**src/rtl/cfg_regs_pkg.sv**
```systemverilog
`timescale 1ns/1ps
package cfg_regs_pkg;
  localparam int DW_ID     = 0;
  localparam int DW_CMDSTS = 1;
  localparam int DW_CLASS  = 2;
  localparam int DW_BAR    = 4;
  localparam int DW_SUBSYS = 11;

  localparam logic [15:0] CMD_WR_MASK = 16'h0143;

  // merge one byte lane under an active-low enable
  function automatic logic [7:0] lane_merge(input logic [7:0] old_b,
                                            input logic [7:0] new_b,
                                            input logic       en_n);
    return en_n ? old_b : new_b;
  endfunction

  // bits of the BAR that software may write
  function automatic logic [31:0] bar_keep_mask(input int size_log2);
    return 32'hFFFF_FFFF << size_log2;
  endfunction
endpackage

```
**src/rtl/cfg_cmd_status.sv**
```systemverilog
`timescale 1ns/1ps
module cfg_cmd_status
  import cfg_regs_pkg::*;
(
  input  logic        clk,
  input  logic        rst_n,
  input  logic        wr_hit,
  input  logic [15:0] cmd_wdata,
  input  logic [1:0]  cmd_be_n,
  input  logic [1:0]  clr_wdata,
  input  logic        sts_be_n,
  input  logic        perr_evt,
  input  logic        serr_evt,
  output logic [15:0] cmd_q,
  output logic [15:0] sts_q
);
  logic        perr_q, serr_q;
  logic [15:0] cmd_next;
  logic        clr_perr, clr_serr;

  always_comb begin
    for (int k = 0; k < 2; k++)
      cmd_next[8*k +: 8] = lane_merge(cmd_q[8*k +: 8], cmd_wdata[8*k +: 8], cmd_be_n[k]);
    cmd_next = cmd_next & CMD_WR_MASK;
  end

  assign clr_perr = wr_hit && !sts_be_n && clr_wdata[1];
  assign clr_serr = wr_hit && !sts_be_n && clr_wdata[0];

  always_ff @(posedge clk) begin
    if (!rst_n) begin
      cmd_q  <= '0;
      perr_q <= 1'b0;
      serr_q <= 1'b0;
    end else begin
      if (wr_hit) cmd_q <= cmd_next;
      perr_q <= perr_evt | (perr_q & ~clr_perr);
      serr_q <= serr_evt | (serr_q & ~clr_serr);
    end
  end

  assign sts_q = {perr_q, serr_q, 14'd0};


  no_stray_write_chk: assert property (@(posedge clk) disable iff (!rst_n)
    !wr_hit |=> $stable(cmd_q));

  lane_gate_chk: assert property (@(posedge clk) disable iff (!rst_n)
    (wr_hit && cmd_be_n[0]) |=> $stable(cmd_q[7:0]));

  perr_set_chk: assert property (@(posedge clk) disable iff (!rst_n)
    perr_evt |=> sts_q[15]);

  serr_set_chk: assert property (@(posedge clk) disable iff (!rst_n)
    serr_evt |=> sts_q[14]);

  perr_w1c_chk: assert property (@(posedge clk) disable iff (!rst_n)
    (wr_hit && !sts_be_n && clr_wdata[1] && !perr_evt) |=> !sts_q[15]);
endmodule

```
**src/rtl/cfg_bar.sv**
```systemverilog
`timescale 1ns/1ps
module cfg_bar
  import cfg_regs_pkg::*;
#(
  parameter int BAR_SIZE_LOG2 = 12
)(
  input  logic        clk,
  input  logic        rst_n,
  input  logic        wr_hit,
  input  logic [31:0] wdata,
  input  logic [3:0]  be_n,
  output logic [31:0] bar_q
);
  localparam logic [31:0] KEEP = bar_keep_mask(BAR_SIZE_LOG2);
  logic [31:0] bar_next;

  always_comb begin
    for (int k = 0; k < 4; k++)
      bar_next[8*k +: 8] = lane_merge(bar_q[8*k +: 8], wdata[8*k +: 8], be_n[k]);
    bar_next = bar_next & KEEP;
  end

  always_ff @(posedge clk) begin
    if (!rst_n)      bar_q <= '0;
    else if (wr_hit) bar_q <= bar_next;
  end


  bar_hold_chk: assert property (@(posedge clk) disable iff (!rst_n)
    !wr_hit |=> $stable(bar_q));
endmodule

```
**src/rtl/cfg_read_mux.sv**
```systemverilog
`timescale 1ns/1ps
module cfg_read_mux
  import cfg_regs_pkg::*;
#(
  parameter int          ADDR_W           = 6,
  parameter int          BAR_SIZE_LOG2    = 12,
  parameter logic [15:0] VENDOR_ID        = 16'h0000,
  parameter logic [15:0] DEVICE_ID        = 16'h0000,
  parameter logic [31:0] CLASS_REV        = 32'h0,
  parameter logic [15:0] SUBSYS_VENDOR_ID = 16'h0000,
  parameter logic [15:0] SUBSYS_ID        = 16'h0000
)(
  input  logic [ADDR_W-1:0] dw_index,
  input  logic [15:0]       cmd_q,
  input  logic [15:0]       sts_q,
  input  logic [31:0]       bar_q,
  output logic [31:0]       rd_data
);
  logic implemented;

  always_comb begin
    implemented = 1'b1;
    if      (dw_index == ADDR_W'(DW_ID))     rd_data = {DEVICE_ID, VENDOR_ID};
    else if (dw_index == ADDR_W'(DW_CMDSTS)) rd_data = {sts_q, cmd_q};
    else if (dw_index == ADDR_W'(DW_CLASS))  rd_data = CLASS_REV;
    else if (dw_index == ADDR_W'(DW_BAR))    rd_data = bar_q;
    else if (dw_index == ADDR_W'(DW_SUBSYS)) rd_data = {SUBSYS_ID, SUBSYS_VENDOR_ID};
    else begin
      rd_data     = '0;
      implemented = 1'b0;
    end
  end

  always_comb begin

    unimpl_zero_chk: assert (implemented || rd_data == 32'd0);

    bar_low_zero_chk: assert (dw_index != ADDR_W'(DW_BAR) ||
                              rd_data[BAR_SIZE_LOG2-1:0] == '0);
  end
endmodule

```
**src/rtl/cfg_space_regs.sv**
```systemverilog
`timescale 1ns/1ps
module cfg_space_regs
  import cfg_regs_pkg::*;
#(
  parameter int          ADDR_W           = 6,
  parameter int          BAR_SIZE_LOG2    = 12,
  parameter logic [15:0] VENDOR_ID        = 16'h1234,
  parameter logic [15:0] DEVICE_ID        = 16'h5678,
  parameter logic [31:0] CLASS_REV        = 32'h1180_0001,
  parameter logic [15:0] SUBSYS_VENDOR_ID = 16'h1234,
  parameter logic [15:0] SUBSYS_ID        = 16'h0001
)(
  input  logic              clk,
  input  logic              rst_n,
  input  logic              cfg_wr_active,
  input  logic              data_adv,
  input  logic [ADDR_W-1:0] dw_index,
  input  logic [31:0]       wr_data,
  input  logic [3:0]        be_n,
  input  logic              parity_err_evt,
  input  logic              sys_err_evt,
  output logic [31:0]       rd_data,
  output logic              io_space_en,
  output logic              mem_space_en,
  output logic              parity_resp_en,
  output logic              serr_drive_en,
  output logic [31:0]       bar_base
);
  logic        dword_we;
  logic        cmd_hit, bar_hit;
  logic [15:0] cmd_q, sts_q;
  logic [31:0] bar_q;

  assign dword_we = cfg_wr_active & data_adv;
  assign cmd_hit  = dword_we && (dw_index == ADDR_W'(DW_CMDSTS));
  assign bar_hit  = dword_we && (dw_index == ADDR_W'(DW_BAR));

  cfg_cmd_status u_cmdsts (
    .clk(clk), .rst_n(rst_n), .wr_hit(cmd_hit),
    .cmd_wdata(wr_data[15:0]), .cmd_be_n(be_n[1:0]),
    .clr_wdata(wr_data[31:30]), .sts_be_n(be_n[3]),
    .perr_evt(parity_err_evt), .serr_evt(sys_err_evt),
    .cmd_q(cmd_q), .sts_q(sts_q)
  );

  cfg_bar #(.BAR_SIZE_LOG2(BAR_SIZE_LOG2)) u_bar (
    .clk(clk), .rst_n(rst_n), .wr_hit(bar_hit),
    .wdata(wr_data), .be_n(be_n), .bar_q(bar_q)
  );

  cfg_read_mux #(
    .ADDR_W(ADDR_W), .BAR_SIZE_LOG2(BAR_SIZE_LOG2),
    .VENDOR_ID(VENDOR_ID), .DEVICE_ID(DEVICE_ID), .CLASS_REV(CLASS_REV),
    .SUBSYS_VENDOR_ID(SUBSYS_VENDOR_ID), .SUBSYS_ID(SUBSYS_ID)
  ) u_rmux (
    .dw_index(dw_index), .cmd_q(cmd_q), .sts_q(sts_q), .bar_q(bar_q),
    .rd_data(rd_data)
  );

  assign io_space_en    = cmd_q[0];
  assign mem_space_en   = cmd_q[1];
  assign parity_resp_en = cmd_q[6];
  assign serr_drive_en  = cmd_q[8];
  assign bar_base       = bar_q;


  dec_en_follow_chk: assert property (@(posedge clk) disable iff (!rst_n)
    (cmd_hit && !be_n[0]) |=> (mem_space_en == $past(wr_data[1])));
endmodule

```
**config.mk**
```make
export PLATFORM = sky130hd
export DESIGN_NAME = cfg_space_regs
export DESIGN_NICKNAME = d
export VERILOG_FILES = /design/src/rtl/cfg_regs_pkg.sv /design/src/rtl/cfg_cmd_status.sv /design/src/rtl/cfg_bar.sv /design/src/rtl/cfg_read_mux.sv /design/src/rtl/cfg_space_regs.sv
export SDC_FILE = /design/constraint.sdc
export NUM_CORES = 1
export LEC_CHECK = 0
export ABC_CLOCK_PERIOD_IN_PS = 3500
export CAP_MARGIN = 20
export CORE_MARGIN = 5
export CORE_UTILIZATION = 42
export DETAILED_ROUTE_END_ITERATION = 10
export MAX_ROUTING_LAYER = met4
export PLACE_DENSITY = 0.9
export SLEW_MARGIN = 10
export SYNTH_ARGS = -nofsm -noshare
export SYNTH_HDL_FRONTEND = slang
export SYNTH_HIERARCHICAL = 1
export SYNTH_SLANG_ARGS = --single-unit
```
**constraint.sdc**
```tcl
create_clock -name clk -period 3.5 [get_ports clk]
set_clock_uncertainty 0.2 [all_clocks]
set_input_delay 0.525 -clock clk [delete_from_list [all_inputs] [get_ports clk]]
set_output_delay 0.525 -clock clk [all_outputs]
set_load 0.02 [all_outputs]
```
* Word-level counts from Yosys, hierarchy flattened
Cells that the tools add are included.
** Storage, ports and cells
- Register bits after elaboration :: 26
- Bits of input ports :: 48
- Output and inout bits :: 68
- Logic and storage cells :: 39
** Operators by class
- Eq/ne operators :: 4
- Muxes and demuxes :: 5
- Bitwise gates (word level) :: 11
- Reduce and logical (&&, ||, !) cells :: 12
** Operators with widths (number)
- 32-bit two-way mux :: 4
- 17-bit two-way mux :: 1
- 2-bit AND reduction :: 5
- 6-bit by 1-bit equality test with 1-bit output, second input constant :: 1
- 6-bit by 2-bit equality test with 1-bit output, second input constant :: 1
- 6-bit by 3-bit equality test with 1-bit output, second input constant :: 1
- 6-bit by 4-bit equality test with 1-bit output, second input constant :: 1
- 6-bit zero test :: 1
- 1-bit inverter :: 6
- 1-bit logical AND :: 5
- 1-bit bitwise AND :: 3
- 1-bit bitwise OR :: 2
- 1-bit zero test :: 1

* Longest topological paths before layout
Gate-level depths: netlist of run 1.
- Word-level depth :: 7
- Gate-level depth with buffers :: 5
- Gate-level depth less buffers :: 4

* Cells and area by module
The synthesis of run 1 kept the hierarchy.
** Modules (own cells, without submodules)
- cfg_bar :: times used 1, cells an instance 103, area an instance 928.4 sq um, sequential area each 400.4 sq um
- cfg_read_mux :: times used 1, cells an instance 93, area an instance 618.1 sq um, sequential area each 0.0 sq um
- cfg_cmd_status :: times used 1, cells an instance 57, area an instance 478.0 sq um, sequential area each 120.1 sq um
- cfg_space_regs :: times used 1, cells an instance 5, area an instance 65.1 sq um, sequential area each 0.0 sq um

* Worst setup path after synthesis of run 1
OpenSTA, ideal clock, no wires.
- Path type :: input to output
- Start :: input dw_index[5]
- End :: output rd_data[12]
- Data arrival time :: 1.903 ns
- Data required time :: 2.775 ns
- Setup slack :: 0.872 ns
- Stages on the path :: 5
- Path buffers :: 2
- Cell sequence :: or3_1 -> buf_6 -> or2_1 -> buf_6 -> o21ai_0
** On the way
- Longest elaborated chain between the ends :: 6
- Elaborated cells between the ends (all ways) :: 10
- Classes of those cells :: 4 x eq/ne; 5 x mux; 1 x reduce/logical
** Ends and longest elaborated chain
- start, declared :: RTL line cfg_space_regs.sv:17 : input logic [ADDR_W-1:0] dw_index,
- 6-bit by 4-bit equality test with 1-bit output :: RTL line cfg_read_mux.sv:27 : else if (dw_index == ADDR_W'(DW_SUBSYS)) rd_data = {SUBSYS_ID, SUBSYS_VENDOR_ID};
- 17-bit two-way mux :: RTL line cfg_read_mux.sv:27
- 32-bit two-way mux :: RTL line cfg_read_mux.sv:26 : else if (dw_index == ADDR_W'(DW_BAR)) rd_data = bar_q;
- 32-bit two-way mux :: RTL line cfg_read_mux.sv:25 : else if (dw_index == ADDR_W'(DW_CLASS)) rd_data = CLASS_REV;
- 32-bit two-way mux :: RTL line cfg_read_mux.sv:24 : else if (dw_index == ADDR_W'(DW_CMDSTS)) rd_data = {sts_q, cmd_q};
- 32-bit two-way mux * :: RTL line cfg_read_mux.sv:23 : if (dw_index == ADDR_W'(DW_ID)) rd_data = {DEVICE_ID, VENDOR_ID};
- end, declared :: RTL line cfg_space_regs.sv:22 : output logic [31:0] rd_data,
Every way passes the cells marked *; elsewhere a longest branch is shown, timed or not.

* Worst setup path in the final report of run 1
- Start :: input dw_index[5]
- End :: output rd_data[31]
** On the way
- Longest elaborated chain between the ends :: 5
- Elaborated cells between the ends (all ways) :: 8
- Classes of those cells :: 3 x eq/ne; 4 x mux; 1 x reduce/logical
** Ends and longest elaborated chain (RTL line)
- 6-bit by 3-bit equality test with 1-bit output :: cfg_read_mux.sv:26
- 32-bit two-way mux :: cfg_read_mux.sv:26
- 32-bit two-way mux :: cfg_read_mux.sv:25
- 32-bit two-way mux :: cfg_read_mux.sv:24
- 32-bit two-way mux * :: cfg_read_mux.sv:23
Marks and branches as above.

==> key figures, run 1 <==
Synth
  – Yosys top cell by area: dfxtp_1
  – Synth top area share: 24.9%
  – EDFF count, synth: 0
  – Mean Syn Cell Area: 8.10 sq um
  – Count leader, synth: nand2_1
  – #FFs+latches synth: 26
  – Synth warn: 6
  – Synth unique cells: 35
  – Top cells by area, synth: dfxtp_1 (25%), buf_4 (15%), mux2i_1 (11%)
  – Post-Synthesis Cells: 258
  – FFs w/ async S/R, synth: 0%
  – Cell Area, Synth: 2090 sq um
  – Top post-synthesis cells by count: nand2_1 (53), buf_4 (43), dfxtp_1 (26), mux2i_1 (24), a22o_1 (15)
  – Main synth FF type: dfxtp_1
  – Sequential element share of the synthesized area: 24.9%

Clock tree
  – CTS tree: yes
  – Clock buffer depth: 2
  – Clock latency on the worst-skew pair: 270 ps
  – Hold-fix buffers, CTS: 0
  – Clk root buf: clkbuf_8
  – Worst-path clk slew: 90 ps
  – Clock net sink count: 26
  – Postcts setup bufs: 0
  – Number of buffers created by CTS: 3
  – H-tree depth: 1

STA
  – Worst slew pin tran: 831 ps
  – Final hold violations: 0
  – Hold_ws: 281 ps
  – Fin worst setup slack: 109 ps
  – Tmin final: 3390 ps
  – F_max: 0.295 GHz
  – Fin. max-slew vios: 0
  – Fin crit share: 96.9%
  – Final setup viols: 0
  – Post-Route Setup TNS: 0 ps
  – RSZ-0062 raised after global routing: false
  – Max-slew headroom: 44.6%

Power
  – PD cells: 217 nW/um^2
  – Leakage: 0.00109 uW
  – Peak supply drop: 0.200 mV

Job
  – Max-cap viol count: 0

Finish
  – Filler cells: 422
  – Area growth from synthesis to layout: 41.1%
  – Inserted Diodes: 0
  – Fraction of layout cells with a size suffix above 1: 8.41%
  – Layout Nets: 394
  – Fin util: 61.6%

Placement
  – RD Place Congestion: 0.773
  – HPWL after detailed placement: 4330 um
  – Setup Slack @ Placement: 10.5 ps
  – Number of port buffers: 91

Global route
  – Number of global-route vias before repair: 1,836
  – GRT overflow: 0
  – Pin count of the biggest net entering global routing: 51
  – Initial antenna violation count: 0
  – Total track usage: 17.0%
  – Global-route wire length before repair: 8640 um

Worst setup path
  – Critical path endpoint category: output port
  – WP data arrival: 2670 ps
  – Worst endpoint required time: 2770 ps
  – CP Max Fanout: 7
  – CP Class: in -> out
  – Crit path launch type: input port

Routing
  – ANT nets after route: 0
  – DRC viols: 0
  – Iter 0 DRT Violations: 73
  – DRT Pass-1 Iters: 4
  – Avg Vias per Cell: 4.66
  – Drt total wl: 5440 um
  – DR vias: 1,921
  – WL per Instance: 13.2 um

Floorplan
  – I/O pin count: 116
  – Initial core utilization: 43.7%
  – Core box area: 4790 sq um
  – DIE AREA: 6490 sq um
  – Die X: 80.5 um
  – Die Ht: 80.5 um
  – Rows: 25

Min path
  – Worst Hold Class: reg -> reg

Run status
  – Status: finished, final reports clean
## power by group
| group | total (uW) | internal [uW] | switching [uW] |
|---|---|---|---|
| Sequential | 299 | 298 | 1.39 |
| Clock | 195 | 101 | 94.3 |
| Combinational | 146 | 73.8 | 71.8 |
## registers in the layout, indices dropped and copies added (netlist names)
name             flops
u_cmdsts/cmd_q       4
u_bar/bar_q         20
u_cmdsts/perr_q      1
u_cmdsts/serr_q      1
## cells in the final DEF (no fill, tap or decap), types with 2 or more instances in the layout
cell type,n
nor3_1,2
nand2_1,53
nor4_2,2
inv_1,9
dfxtp_1,26
a21oi_1,9
nor2b_4,2
a22oi_1,5
mux2i_1,24
nand3b_1,3
conb_1,38
nand2b_1,10
buf_4,12
clkbuf_8,4
nor2b_1,7
a31oi_1,5
a21o_1,8
a22o_1,15
clkdlybuf4s50_1,90
o21ai_0,6
## repair_timing
item | in CTS | in global routing
gates resized for setup | 0 | 2
hold endpoints to repair | 0 | 0
endpoints found under the setup margin | 0 | 6
## cell type report
cell class	count	area (sq um)	share of cell area [%]
timing repair buffer	104	1020	34.5
multi-input combinational	202	1240	42.0
tap	67	83.8	2.84
inverter	9	33.8	1.15
sequential	26	520	17.6
clock buffer	4	55.1	1.87
## routing by layer
layer | share of wire [%] | global-route usage (%)
met5 | 0 | -
met1 | 41 | 20.3
met4 | 0.46 | 0.507
met2 | 51 | 30.8
met3 | 7.5 | 3.59
## worst paths after layout
path	startpoint	to	slack [ps]	cells after the start
setup / recovery	dw_index[5]	rd_data[31]	110	6
hold / removal	u_bar/bar_q[27]	u_bar/bar_q[27]	280	2
setup reg to reg	u_bar/bar_q[16]	u_bar/bar_q[16]	2610	2
hold reg to reg	u_bar/bar_q[27]	u_bar/bar_q[27]	280	2
## stage by stage
stage / power, uW / cell area (sq um) / instances
final: 639 / 2950 / 412
after global routing: 672 / 2950 / 412
after CTS: 644 / 2940 / 412
after detailed placement: 448 / 2890 / 408
after global placement: 446 / 2890 / 408
after floorplan: 416 / 2220 / 294
## worst max-delay path, cell delays in order
cell	delay (ps)
clkdlybuf4s50_1	440
or3_1	500
buf_4	210
nor2b_4	210
a22o_1	170
clkdlybuf4s50_1	610
## cell families (layout without fill, tap and decap cells)
logic type             after synthesis  after routing  share of synthesized area [%]
flip-flops                          26             26                           24.9
buffers and inverters               66            117                           22.6
multiplexers                        24             24                           11.5
other                                2             38                          0.359
AO/OA/AOI/OAI                       51             51                           17.1
AND/OR/NAND/NOR                     89             89                           23.5
Note: power is estimated with default switching activity, not from simulation.
==> inputs of run 2 (changes only) <==
--- a/config.mk
+++ b/config.mk
@@ -8,10 +8,12 @@
 export ABC_CLOCK_PERIOD_IN_PS = 3500
 export CAP_MARGIN = 20
 export CORE_MARGIN = 5
-export CORE_UTILIZATION = 42
+export CORE_UTILIZATION = 25
+export CTS_CLUSTER_SIZE = 14
 export DETAILED_ROUTE_END_ITERATION = 10
 export MAX_ROUTING_LAYER = met4
-export PLACE_DENSITY = 0.9
+export PLACE_DENSITY = 0.6
+export RECOVER_POWER = 25
 export SLEW_MARGIN = 10
 export SYNTH_ARGS = -nofsm -noshare
 export SYNTH_HDL_FRONTEND = slang
==> key figures, run 2 (synthesized netlist as in run 1, its figures left out) <==
Floorplan
  – Initial core utilization: 25.6% (-18 points)
  – Die X: 101 um (+26%)
  – Core box area: 8180 sq um (+71%)
  – DIE AREA: 10,300 sq um (+59%)
  – I/O pin count: 116 (unchanged)
  – Die Ht: 101 um (+26%)
  – Rows: 33 (+32%)

Worst setup path
  – RR Startpoint: u_bar/bar_q[16]
  – WP data arrival: 2620 ps (-50 ps)
  – Crit path max-delay family: buffers and inverters
  – Critical Path Sink: rd_data[17]
  – Critical path's slowest cell: clkdlybuf4s50_1
  – Cell mode on critical path: clkdlybuf4s50_1
  – CP Depth: 6 (unchanged)
  – Origin of the worst setup path: dw_index[5]
  – Critical path endpoint category: output port
  – Worst reg2reg setup slack: 2630 ps (+20 ps)
  – CP Cell Sequence: clkdlybuf4s50_1, or3_4, nor3b_4, buf_12, a22o_1, clkdlybuf4s50_1
  – Worst path buffer plus inverter count: 3 (unchanged)
  – CP Max Fanout: 15 (+8)
  – Worst endpoint required time: 2770 ps (about the same)
  – Crit path launch type: input port
  – R2R cell count: 2 (unchanged)
  – FF-to-FF End: u_bar/bar_q[16]
  – Max incr delay on CP: 600 ps (about the same)
  – CP Class: in -> out

STA
  – Max-slew headroom: 43.2% (-1.3 points)
  – Fin crit share: 95.7% (-1.2 points)
  – Worst slew pin tran: 851 ps (+19.9 ps)
  – Post-Route Setup TNS: 0 ps (unchanged)
  – Fin. max-slew vios: 0 (unchanged)
  – Tmin final: 3350 ps (-42.5 ps)
  – Final hold violations: 0 (unchanged)
  – RSZ-0062 raised after global routing: false
  – Final setup viols: 0 (unchanged)
  – F_max: 0.299 GHz (+1.3%)

Finish
  – Fin util: 36.9% (-25 points)
  – Area growth from synthesis to layout: 44.6%
  – Final cell count without fillers: 451 (+9.5%)
  – Final instance area: 3020 sq um (+2.4%)
  – Fraction of layout cells with a size suffix above 1: 8.96% (+0.55 points)
  – Inserted Diodes: 0 (unchanged)
  – Top reg by flops: u_bar/bar_q
  – Filler cells: 842 (+100%)
  – Most frequent cells in the layout: clkdlybuf4s50_1 (71), nand2_1 (53), conb_1 (38)
  – Layout Nets: 395 (+0.25%)
  – Commonest non-fill, non-tap cell in the layout: clkdlybuf4s50_1
  – Largest regs: u_bar/bar_q (20), u_cmdsts/cmd_q (4)
  – Max reg flops: 20 (unchanged)

Placement
  – HPWL after detailed placement: 4710 um (+8.9%)
  – Number of port buffers: 91 (unchanged)
  – RD Place Congestion: 0.728 (-5.7%)
  – Placed cells: 447 (+9.6%)
  – Cell Area, Placed: 2940 sq um (+1.9%)

Min path
  – Hold Crit Depth: 2 (unchanged)
  – Worst Hold Class: reg -> reg

Global route
  – GRT overflow: 0 (unchanged)
  – Pin count of the biggest net entering global routing: 51 (unchanged)
  – Global-route wire length before repair: 9430 um (+9.1%)
  – Total track usage: 11.6% (-5.3 points)
  – Number of global-route vias before repair: 1,885 (+2.7%)
  – Initial antenna violation count: 0 (unchanged)

Routing
  – Drt total wl: 6030 um (+11%)
  – WL per Instance: 13.4 um (+1.2%)
  – ANT nets after route: 0 (unchanged)
  – DR vias: 1,884 (-1.9%)
  – DRT Pass-1 Iters: 4 (unchanged)
  – DRC viols: 0 (unchanged)
  – Iter 0 DRT Violations: 51 (-30%)
  – Avg Vias per Cell: 4.18 (-10%)

Clock tree
  – CTS tree: yes
  – Worst-path clk slew: 100 ps (about the same)
  – H-tree depth: 1 (unchanged)
  – Clock latency on the worst-skew pair: 280 ps (about the same)
  – Clk root buf: clkbuf_8
  – Number of buffers created by CTS: 3 (unchanged)
  – Clock net sink count: 26 (unchanged)
  – Postcts setup bufs: 0 (unchanged)
  – Clock buffer depth: 2 (unchanged)

Job
  – Max-cap viol count: 0 (unchanged)

Power
  – Leakage: 0.00117 uW (+7.4%)
  – PD cells: 232 nW/um^2 (+7.1%)
  – Total power: 701 uW (+9.7%)
  – Peak supply drop: 0.175 mV (-12%)

Run status
  – Status: finished, final reports clean
-- run 2: changes by cell type in the layout (fill, tap and decap cells not counted), sizes merged --
cell,change
bufinv,+1
buf,+1
clkdlybuf4s50,-19
clkbuf,-1
dlygate4sd3,+19
-- run 2: area by class of cell --
class | count | area, sq um | share of cell area, %
Inverter | 9 | 33.8 | 1.12
Multi-Input combinational cell | 202 | 1240 | 41.1
Timing Repair Buffer | 105 | 1020 | 33.9
Clock buffer | 3 | 41.3 | 1.37
Tap cell | 105 | 131 | 4.35
Sequential cell | 26 | 520 | 17.2
Clock inverter | 1 | 30.0 | 0.994
-- run 2: how the worst min path moves through the flow --
stage                    startpoint               to  slack, ps
finish              u_bar/bar_q[14]  u_bar/bar_q[14]        280
global route        u_bar/bar_q[17]  u_bar/bar_q[17]        300
CTS                 u_bar/bar_q[13]  u_bar/bar_q[13]        280
detailed placement  u_bar/bar_q[13]  u_bar/bar_q[13]        270
global placement    u_bar/bar_q[30]  u_bar/bar_q[30]        260
floorplan           u_cmdsts/serr_q  u_cmdsts/serr_q        290
-- run 2: per-stage QoR --
stage          setup WS (ps)  hold WS, ps
2_1_floorplan            872          291
3_3_place_gp            63.3          261
3_5_place_dp            33.7          266
4_1_cts                 32.2          283
5_1_grt                 8.12          300
6_report                 151          279
-- run 2: what timing repair did --
action | 4_1_cts | 5_1_grt
gates resized for setup | 0 | 2
hold buffers | 0 | 0
endpoints found under the setup margin | 0 | 14
-- run 2: metal layers --
metal | track usage (%) | up-vias | wire length, um
met2 | 18.5 | 63 | 2640
li1 | - | 965 | -
met5 | - | - | 0
met1 | 15.4 | 856 | 2970
met3 | 3.31 | 0 | 408
met4 | 0.613 | 0 | 0
-- run 2: where the power goes --
| part | internal [uW] | leakage, uW | switching, uW |
|---|---|---|---|
| sequential | 298 | 0.000210 | 1.44 |
| clock | 153 | 0.0000357 | 103 |
| combinational | 73.7 | 0.000929 | 72.7 |
-- run 2: worst reg2reg max path: cells and delay by family, from the launching register on --
kind,cells,cell delay (ps)
AND/OR/NAND/NOR,1,70
multiplexers,1,130
flip-flops,1,410
==> inputs of run 3 (changes only) <==
--- a/config.mk
+++ b/config.mk
@@ -6,8 +6,7 @@
 export NUM_CORES = 1
 export LEC_CHECK = 0
 export ABC_CLOCK_PERIOD_IN_PS = 3500
-export CAP_MARGIN = 20
-export CORE_MARGIN = 5
+export CAP_MARGIN = 0
 export CORE_UTILIZATION = 25
 export CTS_CLUSTER_SIZE = 14
 export DETAILED_ROUTE_END_ITERATION = 10
==> key figures, run 3 (synthesized netlist as in run 1, its figures left out) <==
Worst setup path
  – Max incr delay on CP: 600 ps (about the same)
  – Critical path's slowest cell: clkdlybuf4s50_1
  – CP Cell Sequence: clkdlybuf4s50_1, or3_1, buf_4, nor2b_2, a22o_1, clkdlybuf4s50_1
  – Crit path launch type: input port
  – CP Class: in -> out
  – Critical path endpoint category: output port
  – Cell mode on critical path: clkdlybuf4s50_1
  – Worst endpoint required time: 2770 ps (about the same)
  – WP data arrival: 2670 ps (+50 ps)
  – CP Max Fanout: 5 (-10)

Routing
  – Drt total wl: 5640 um (-6.4%)
  – ANT nets after route: 0 (unchanged)
  – Avg Vias per Cell: 4.26 (+2.1%)
  – DRC viols: 0 (unchanged)
  – Iter 0 DRT Violations: 78 (+53%)
  – WL per Instance: 12.6 um (-5.8%)
  – DRT Pass-1 Iters: 4 (unchanged)
  – DR vias: 1,910 (+1.4%)

Global route
  – GRT overflow: 0 (unchanged)
  – Pin count of the biggest net entering global routing: 51 (unchanged)
  – Number of global-route vias before repair: 1,840 (-2.4%)
  – Global-route wire length before repair: 8890 um (-5.6%)
  – Initial antenna violation count: 0 (unchanged)
  – Total track usage: 13.1% (+1.5 points)

Finish
  – FF/Latch Area: 520 sq um (unchanged)
  – Largest regs: u_bar/bar_q (20), u_cmdsts/cmd_q (4)
  – Commonest non-fill, non-tap cell in the layout: clkdlybuf4s50_1
  – Fraction of layout cells with a size suffix above 1: 8.67% (-0.29 points)
  – Inserted Diodes: 0 (unchanged)
  – Area growth from synthesis to layout: 43.4%
  – Filler cells: 817 (-3.0%)
  – Max reg flops: 20 (unchanged)
  – Most frequent cells in the layout: clkdlybuf4s50_1 (71), nand2_1 (53), conb_1 (38)
  – Area of the multi-input gates: 1230 sq um (-0.40%)
  – Top reg by flops: u_bar/bar_q
  – Layout Nets: 395 (unchanged)

Floorplan
  – I/O pin count: 116 (unchanged)
  – Rows: 32 (-3.0%)
  – Initial core utilization: 26.5% (+0.93 points)
  – DIE AREA: 8730 sq um (-15%)
  – Die Ht: 93.4 um (-7.9%)
  – Die X: 93.4 um (-7.9%)
  – Core box area: 7890 sq um (-3.5%)

Clock tree
  – Clock buffer depth: 2 (unchanged)
  – Clk root buf: clkbuf_8
  – Clock latency on the worst-skew pair: 270 ps (about the same)
  – Worst-path clk slew: 90 ps (about the same)
  – Number of buffers created by CTS: 3 (unchanged)
  – Hold-fix buffers, CTS: 0 (unchanged)
  – H-tree depth: 1 (unchanged)
  – Postcts setup bufs: 0 (unchanged)
  – CTS resizes: 0 (unchanged)
  – CTS tree: yes
  – Clock net sink count: 26 (unchanged)

STA
  – RSZ-0062 raised after global routing: false
  – F_max: 0.294 GHz (-1.4%)
  – Tmin final: 3400 ps (+47.6 ps)
  – Final hold violations: 0 (unchanged)
  – Fin crit share: 97.0% (+1.4 points)
  – Final setup viols: 0 (unchanged)
  – Fin. max-slew vios: 0 (unchanged)
  – Worst slew pin tran: 825 ps (-25.9 ps)
  – Post-Route Setup TNS: 0 ps (unchanged)
  – Max-slew headroom: 45.0% (+1.7 points)

Power
  – PD cells: 214 nW/um^2 (-7.7%)
  – Total power: 642 uW (-8.5%)
  – Peak supply drop: 0.142 mV (-19%)
  – Leakage: 0.00117 uW (-0.70%)

Min path
  – Worst Hold Class: reg -> reg

Placement
  – RD Place Congestion: 0.794 (+8.9%)
  – HPWL after detailed placement: 4410 um (-6.5%)
  – Number of port buffers: 91 (unchanged)

Job
  – Max-cap viol count: 0 (unchanged)

Run status
  – Status: finished, final reports clean
[run 3: cell count changes in the layout (fill, tap and decap cells not counted), sizes merged]
cell,previous run,this run
clkbuf,3,4
bufinv,1,0
[run 3: metal layers]
metal,part of all wire (%),track usage [%],vias to the layer above
li1,-,-,969
met1,48,17.3,871
met2,45,21.4,68
met3,6.5,2.68,2
met4,0.46,0.897,0
met5,0,-,-
[run 3: worst paths after layout]
check | endpoint | slack, ps | startpoint | cells after the start
worst max-delay path | rd_data[31] | 100 | dw_index[5] | 6
worst min-delay path | u_cmdsts/cmd_q[6] | 280 | u_cmdsts/cmd_q[6] | 2
worst max register to register | u_bar/bar_q[16] | 2630 | u_bar/bar_q[16] | 2
worst min register to register | u_cmdsts/cmd_q[6] | 280 | u_cmdsts/cmd_q[6] | 2
[run 3: final cells by class]
| type | instances | area share [%] |
|---|---|---|
| multi-input cells | 202 | 41.2 |
| flip-flops and latches | 26 | 17.4 |
| repair buffers | 105 | 34.2 |
| well taps | 102 | 4.26 |
| inverters | 9 | 1.13 |
| clock buffers | 4 | 1.84 |
[run 3: worst max-delay path, delay by kind of cell]
| family | cells | cell delay [ps] |
|---|---|---|
| AOI/OAI and AO/OA | 1 | 200 |
| buffers and inverters | 3 | 1220 |
| and+or+nand+nor | 2 | 730 |
[run 3: per-stage QoR]
stage	util (%)	instances	area (sq um)	worst slack (ps)	hold WS (ps)
2_1_floorplan	-	294	2220	872	291
3_3_place_gp	37.2	444	2940	87.9	261
3_5_place_dp	37.2	444	2940	94.4	269
4_1_cts	37.9	448	2990	79.8	283
5_1_grt	38.0	448	3000	12.5	299
6_report	38.0	448	3000	104	276
[run 3: where the power goes]
part	total (uW)	switching (uW)	internal, uW
Clock	197	96.6	101
Sequential	299	1.40	298
Combinational	146	72.2	73.5
Total	642	170	472
